File: config.mk
export PLATFORM = sky130hd
export DESIGN_NAME = pc_pager
export DESIGN_NICKNAME = d
export VERILOG_FILES = /design/src/rtl/pc_pager.sv
export SDC_FILE = /design/constraint.sdc
export NUM_CORES = 1
export LEC_CHECK = 0
export ABC_AREA = 1
export BUFFER_PORTS_ARGS = -buffer_cell sky130_fd_sc_hd__clkbuf_2
export CELL_PAD_IN_SITES_DETAIL_PLACEMENT = 0
export CELL_PAD_IN_SITES_GLOBAL_PLACEMENT = 2
export CORE_AREA = 2 2 65 67
export DETAILED_ROUTE_END_ITERATION = 6
export DIE_AREA = 0 0 67 69
export HOLD_SLACK_MARGIN = 0.15
export PLACE_DENSITY = 0.72
export SYNTH_ARGS = -nofsm -noshare
export SYNTH_HDL_FRONTEND = slang
export SYNTH_SLANG_ARGS = --single-unit
File: constraint.sdc
create_clock -name clk -period 1.2 [get_ports clk]
set_input_delay 0.24 -clock clk [delete_from_list [all_inputs] [get_ports clk]]
set_output_delay 0.24 -clock clk [all_outputs]
set_load 0.02 [all_outputs]
File: src/rtl/pc_pager.sv
module pc_pager #(
  parameter int PC_W    = 13,
  parameter int TGT_W   = 11,
  parameter int LATCH_W = 5,
  parameter int PAGE_LO = 3
) (
  input  logic               clk,
  input  logic               rst_n,
  input  logic               jump_i,
  input  logic [TGT_W-1:0]   jump_tgt_i,
  input  logic [LATCH_W-1:0] page_latch_i,
  input  logic               skip_i,
  output logic [PC_W-1:0]    pc_o,
  output logic               flush_o
);

  localparam int PAGE_W  = PC_W - TGT_W;
  localparam int PAGE_HI = PAGE_LO + PAGE_W - 1;

  logic [PC_W-1:0] pc_q;
  logic            flush_q;
  logic            accept, take_jump, take_skip;
  logic [PC_W-1:0] jump_dest;

  assign accept    = ~flush_q;
  assign take_jump = accept & jump_i;
  assign take_skip = accept & skip_i & ~jump_i;
  assign jump_dest = {page_latch_i[PAGE_HI:PAGE_LO], jump_tgt_i};

  always_ff @(posedge clk) begin
    if (!rst_n) begin
      pc_q    <= '0;
      flush_q <= 1'b0;
    end else begin
      pc_q    <= take_jump ? jump_dest : pc_q + 1'b1;
      flush_q <= take_jump | take_skip;
    end
  end

  assign pc_o    = pc_q;
  assign flush_o = flush_q;


  jump_load_chk: assert property (@(posedge clk) disable iff (!rst_n)
    (jump_i && !flush_o) |=> (pc_o[TGT_W-1:0] == $past(jump_tgt_i)) &&
      (pc_o[PC_W-1:TGT_W] == PAGE_W'($past(page_latch_i) >> PAGE_LO)));


  jump_flush_chk: assert property (@(posedge clk) disable iff (!rst_n)
    (jump_i && !flush_o) |=> flush_o);


  skip_step_chk: assert property (@(posedge clk) disable iff (!rst_n)
    (skip_i && !jump_i && !flush_o) |=> flush_o && (pc_o == $past(pc_o) + 1'b1));


  quiet_noflush_chk: assert property (@(posedge clk) disable iff (!rst_n)
    (!jump_i && !skip_i) |=> !flush_o);


  flush_ignore_chk: assert property (@(posedge clk) disable iff (!rst_n)
    flush_o |=> !flush_o && (pc_o == $past(pc_o) + 1'b1));


  seq_step_chk: assert property (@(posedge clk) disable iff (!rst_n)
    (!jump_i || flush_o) |=> (pc_o == $past(pc_o) + 1'b1));


  wrap_chk: assert property (@(posedge clk) disable iff (!rst_n)
    ((&pc_o) && (!jump_i || flush_o)) |=> (pc_o == '0));

endmodule

==> results of run 1 <==
cell usage after synthesis:
cell type  count
nand2_1       24
inv_1         20
dfxtp_1       14
o21ai_0       12
nand3_1        9
nor2_1         7
a21oi_1        5
nand4_1        4
o21bai_1       4
xnor2_1        4
nor2_2         3
nand3b_1       2
o21ai_1        2
buf_2          1
buf_6          1
clkbuf_1       1
ha_1           1
nor2_4         1
or2_4          1
xor2_1         1
registers in the layout, summed over array words and instances (netlist names):
| register | cells |
|---|---|
| flush_o | 1 |
| pc_o | 13 |
placed cells by master, fill, tap and decap left out:
| master | Yosys | routed |
|---|---|---|
| or2_2 | 0 | 1 |
| o21ai_1 | 2 | 3 |
| xor2_1 | 1 | 1 |
| clkbuf_8 | 0 | 3 |
| a21oi_1 | 5 | 5 |
| inv_1 | 20 | 20 |
| dfxtp_2 | 0 | 1 |
| o21bai_1 | 4 | 4 |
| o21ai_0 | 12 | 11 |
| nand2_4 | 0 | 1 |
| nand2_1 | 24 | 23 |
| nor2_2 | 3 | 1 |
| nand4_1 | 4 | 4 |
| nand3_4 | 0 | 1 |
| xnor2_1 | 4 | 4 |
| nor2_4 | 1 | 4 |
| clkbuf_1 | 1 | 1 |
| nand3_2 | 0 | 1 |
| nand3b_1 | 2 | 2 |
| nand3_1 | 9 | 7 |
| dfxtp_4 | 0 | 2 |
| dfxtp_1 | 14 | 11 |
| ha_4 | 0 | 1 |
| or2_4 | 1 | 1 |
| nor2_1 | 7 | 6 |
| clkbuf_2 | 0 | 30 |
| buf_4 | 0 | 8 |
cells by family (layout without fill, tap and decap cells):
family	after synthesis	in the layout	share of synthesized area (%)
and+or+nand+nor	51	52	30.1
AOI/OAI and AO/OA	23	23	15.7
buffers and inverters	23	62	11.9
DFF	14	14	35.2
xor gates and xnor gates	5	5	5.49
adders and majority gates	1	1	1.57
per-stage QoR:
step | util [%] | hold slack [ns]
floorplan | - | 0.392
global placement | 26.9 | 0.423
detailed placement | 26.9 | 0.439
CTS | 28.1 | 0.232
global route | 29.8 | 0.261
finish | 29.8 | 0.236
area by class of cell:
| class | count | area [um2] |
|---|---|---|
| clock buffer | 4 | 45.0 |
| fill | 466 | 2750 |
| inverter | 20 | 75.1 |
| multi-input combinational | 81 | 483 |
| sequential | 14 | 289 |
| tap | 50 | 62.6 |
| timing repair buffer | 38 | 210 |
power breakdown:
group	total (uW)	switching (uW)	internal, uW	leakage, uW
clock	420	184	235	0.0000228
sequential	556	47.4	508	0.000118
combinational	303	173	131	0.000435
total	1280	405	874	0.000576
final timing paths:
path / slack (ns) / depth (start not counted) / endpoint
setup / recovery: 0.03 / 8 / pc_o[12]
hold reg to reg: 0.48 / 1 / flush_o
setup reg to reg: 0.03 / 8 / pc_o[12]
hold / removal: 0.24 / 3 / flush_o
worst max-delay path: stages (launching register included):
cell and delay [ns]:
dfxtp_4 0.36, ha_4 0.15, nand2_4 0.05, nor2_4 0.16, buf_4 0.13, nand4_1 0.08
nand3_1 0.10, nand2_1 0.05, inv_1 0.04
layer usage:
metal / vias up / track usage (%)
met5: - / 0
met4: 0 / 5.44
met3: 5 / 2.77
met2: 17 / 16.3
met1: 348 / 12.1
li1: 454 / -
what timing repair did:
action,in CTS,in global routing
cloned,0,1
endpoints found under the setup margin,2,6
gates resized for setup,0,9
pin swaps,1,7
buffers inserted,0,3
==> impl_metrics.tcl, run 1 <==
set metrics [dict create \
    status "finished, final reports clean" \
    drc 0 \
    top_layer "met4" \
    endpoint_kind "flip-flop" \
    critPathMaxFanout 5 \
    power.density_mw_per_mm2 1100 \
    die_y_um 69 \
    relSlewSlack_pct 82.7 \
    finalNonFillerCells 207 \
    drt_iter0_drc 3 \
    finalInstanceArea_mm2 0.00116 \
    r2r-start "pc_o[1]" \
    clock_skew_ns 0.00102 \
    cts_num_sinks 14 \
    grt_pass1_vias 821 \
    maxCapViolCount 0 \
    cts_hold_buf 0 \
    syn_nets 138 \
    antenna_found_initial 0 \
    max-clock-path-buffers 2 \
    drive_above_1_share_pct 35.0 \
    hold_start "skip_i" \
    die-area_mm2 0.00462 \
    period_minus_slack_ns 1.17 \
    met1Wirelength_um 990 \
    post-place-ws_ns -0.00604 \
    crit_type "flip-flop to flip-flop" \
    fin_nets 179 \
    viasPerCell 3.98 \
    crit_start "pc_o[1]" \
    fin_tns_setup_ns 0 \
    tightest_slew_ns 0.260 \
    htreeDepth 1 \
    min-delay-path-class "primary input to flip-flop" \
    mappedNetlistArea_um2 797 \
    synth_top_area_share_pct 35.2 \
    root_buffer "clkbuf_8" \
    cts_tree "yes" \
    wl_met3_um 121 \
    core_mm2 0.00391 \
    die-width_um 67 \
    grt_max_degree 23 \
    antenna_cells 0 \
    grt_setup_unrepaired "true" \
    synth.ff_latch_count 14 \
    slew_violations 0 \
    synth_warnings 0 \
    cp-start-kind "flip-flop" \
    start_util_pct 20.4 \
    rows 23 \
    worstSkewPairLatency_ns 0.25 \
    grt_pass1_wl_mm 3.59 \
    globalRouteOverflowTotal 0 \
    final.setup.worst_slack_ns 0.0327 \
    grt_usage_pct 10.2 \
    synthTopCellsByArea "dfxtp_1, nand2_1, inv_1" \
    finalSetupViolCount 0 \
    ant_nets 0 \
    path_clk_slew_ns 0.06 \
    p_leak_uw 0.000576 \
    period_share_pct 97.3 \
    worst-endpoint-arrival_ns 1.37 \
    portBuffers 30 \
    wl_mm 2.18 \
    syn_avg_cell_area_um2 6.81 \
    dp.cells 199 \
    vias 824 \
    area_delta_synth_final_pct 46.2 \
    place_hpwl_mm 1.59 \
    numCtsBuffers 3 \
    drtPass1Iterations 3 \
    wire_per_inst_um 10.5 \
    synth_seq_area_share_pct 35.2 \
    synth.distinct_cells 20 \
    wl_met2_mm 1.01 \
    boundaryPins 34 \
    place_congestion 0.743 \
    yosys.area.top_type "dfxtp_1" \
    synthCells 117 \
    critPathRequiredTime_ns 1.40 \
    power_uw 1280 \
    hold_violations 0 \
    post_dp_cell_area_mm2 0.00105 \
    fmax_mhz 857 \
    ir_drop_mv 0.367 \
]
No activity file was read; power rests on OpenSTA's default activity.
==> run 2, diff against run 1 <==
GPL_TIMING_DRIVEN = 0   (was unset)
==> impl_metrics.tcl, run 2 (same netlist as run 1, synthesis figures left out) <==
set metrics [dict create \
    status "finished, final reports clean" \
    hold_violations 0 \
    area_delta_synth_final_pct 42.9 \
    viasPerCell 4.12 \
    slowest_delay_ns 0.36 \
    drc 0 \
    grt_pass1_wl_mm 3.75 \
    finalNonFillerCells 206 \
    start_util_pct 20.4 \
    crit_start "pc_o[0]" \
    wl_met3_um 98 \
    die_y_um 69 \
    htreeDepth 1 \
    seqPwrFrac_pct 44.7 \
    clkPwrFrac_pct 32.0 \
    drive_above_1_share_pct 33.3 \
    cts_tree "yes" \
    p_leak_uw 0.000569 \
    boundaryPins 34 \
    critPathTopFamily "simple AND/OR/NAND/NOR gates" \
    r2r-end "pc_o[8]" \
    numCtsBuffers 3 \
    grt_usage_pct 10.7 \
    drtPass1Iterations 4 \
    period_share_pct 97.7 \
    path_clk_slew_ns 0.06 \
    vias 849 \
    tightest_slew_ns 0.461 \
    antenna_cells 0 \
    place_hpwl_mm 1.68 \
    fmax_mhz 853 \
    endpoint_kind "flip-flop" \
    pwr-share-comb_pct 23.3 \
    cts_num_sinks 14 \
    worstSkewPairLatency_ns 0.24 \
    wl_met2_mm 1.19 \
    relSlewSlack_pct 69.3 \
    dp.cells 197 \
    power.density_mw_per_mm2 1100 \
    period_minus_slack_ns 1.17 \
    die-area_mm2 0.00462 \
    intPower_uw 861 \
    timing.critical_path.buf_inv 1 \
    drt_iter0_drc 23 \
    switching_share_pct 31.3 \
    grt_max_degree 11 \
    worst-endpoint-arrival_ns 1.32 \
    portBuffers 30 \
    path_depth 8 \
    min-delay-path-class "primary input to flip-flop" \
    final_common_cell "clkbuf_2" \
    slowest_stage "dfxtp_4" \
    cts_hold_buf 0 \
    grt_pass1_vias 829 \
    maxCapViolCount 0 \
    fin_nets 178 \
    wire_per_inst_um 10.7 \
    path_common_cell "nand2_1" \
    nFillCells 476 \
    regToRegSetupSlack_ns 0.03 \
    met1Wirelength_um 903 \
    cp-start-kind "flip-flop" \
    antenna_found_initial 0 \
    most-common-layout-cells "clkbuf_2, nand2_1, inv_1" \
    grt_setup_unrepaired "true" \
    wl_mm 2.21 \
    r2r-start "pc_o[0]" \
    globalRouteOverflowTotal 0 \
    path_cells "ha_4, nand2_4, nor2_4, nand2_1, nand2_1, nand2_1, o21bai_1, inv_1" \
    slew_violations 0 \
    ant_nets 0 \
    crit_type "flip-flop to flip-flop" \
    finalSetupViolCount 0 \
    power_switching_uw 392 \
    max-clock-path-buffers 2 \
    place_congestion 0.775 \
    clock_skew_ns 0.00374 \
    root_buffer "clkbuf_8" \
    ir_drop_mv 0.400 \
    rows 23 \
    critPathMaxFanout 5 \
    die-width_um 67 \
    critPathRequiredTime_ns 1.34 \
    largest_reg_flops 13 \
    power_uw 1250 \
    top_layer "met4" \
    core_mm2 0.00391 \
    endpoint "pc_o[8]" \
    reg2reg_depth 8 \
]
## run 2: changes by cell type in the layout (fill, tap and decap cells not counted), moves of 2 or more
cell	before	now
nand3_1	7	9
dfxtp_1	11	9
buf_4	8	5
dfxtp_2	1	3
## run 2: worst min path at each step
stage                  from  cells past startpoint       to  slack (ns)
global placement    flush_o                      1  flush_o        0.43
finish               skip_i                      3  flush_o        0.23
CTS                  skip_i                      3  flush_o        0.23
detailed placement  flush_o                      1  flush_o        0.44
floorplan            skip_i                      2  flush_o        0.39
global route         skip_i                      3  flush_o        0.27
## run 2: what timing repair did
action                                  4_1_cts  5_1_grt
resized for setup                             2        5
cloned                                        0        0
endpoints found under the hold margin         0        0
setup buffers                                 2        3
endpoints found under the setup margin        3        6
pin swaps                                     1        8
## run 2: worst register-to-register path, cell delays in order, from the launching register on
cell and delay, ns:
dfxtp_4 0.36, ha_4 0.15, nand2_4 0.05, nor2_4 0.15
nand2_1 0.08, nand2_1 0.07, nand2_1 0.05, o21bai_1 0.12
inv_1 0.04
## run 2: power by group through the flow
| stage | sequential (uW) | combinational, uW | clock, uW |
|---|---|---|---|
| 2_1_floorplan | 611 | 126 | 0 |
| 3_3_place_gp | 570 | 269 | 0 |
| 3_5_place_dp | 569 | 273 | 0 |
| 4_1_cts | 557 | 290 | 423 |
| 5_1_grt | 567 | 329 | 437 |
| 6_report | 559 | 292 | 401 |
## run 2: final cells by class
cell class	count	area [um2]	area share [%]
multi-input cells	80	457	40.1
flip-flops and latches	14	292	25.6
repair buffers	35	188	16.5
inverters	20	75.1	6.59
well taps	50	62.6	5.49
clock buffers	3	41.3	3.63
plain buffers	3	20.0	1.76
clock inverters	1	3.75	0.330
## run 2: per-stage QoR
step | cell area (um2) | setup WS (ns) | hold WS (ns) | TNS [ns] | util [%]
final | 1140 | 0.0274 | 0.233 | 0 | 29.1
after global routing | 1140 | -0.0930 | 0.273 | -0.323 | 29.1
after CTS | 1100 | 0.0166 | 0.231 | 0 | 28.2
after detailed placement | 1040 | -0.0246 | 0.441 | -0.0300 | 26.5
after global placement | 1040 | -0.0121 | 0.429 | -0.0121 | 26.5
after floorplan | 823 | 0.00154 | 0.392 | 0 | -
## run 2: metal layers
metal | vias to the layer above | track usage [%]
met5 | - | 0
met4 | 0 | 4.76
met3 | 2 | 2.61
met2 | 14 | 19.1
met1 | 380 | 11.4
li1 | 453 | -
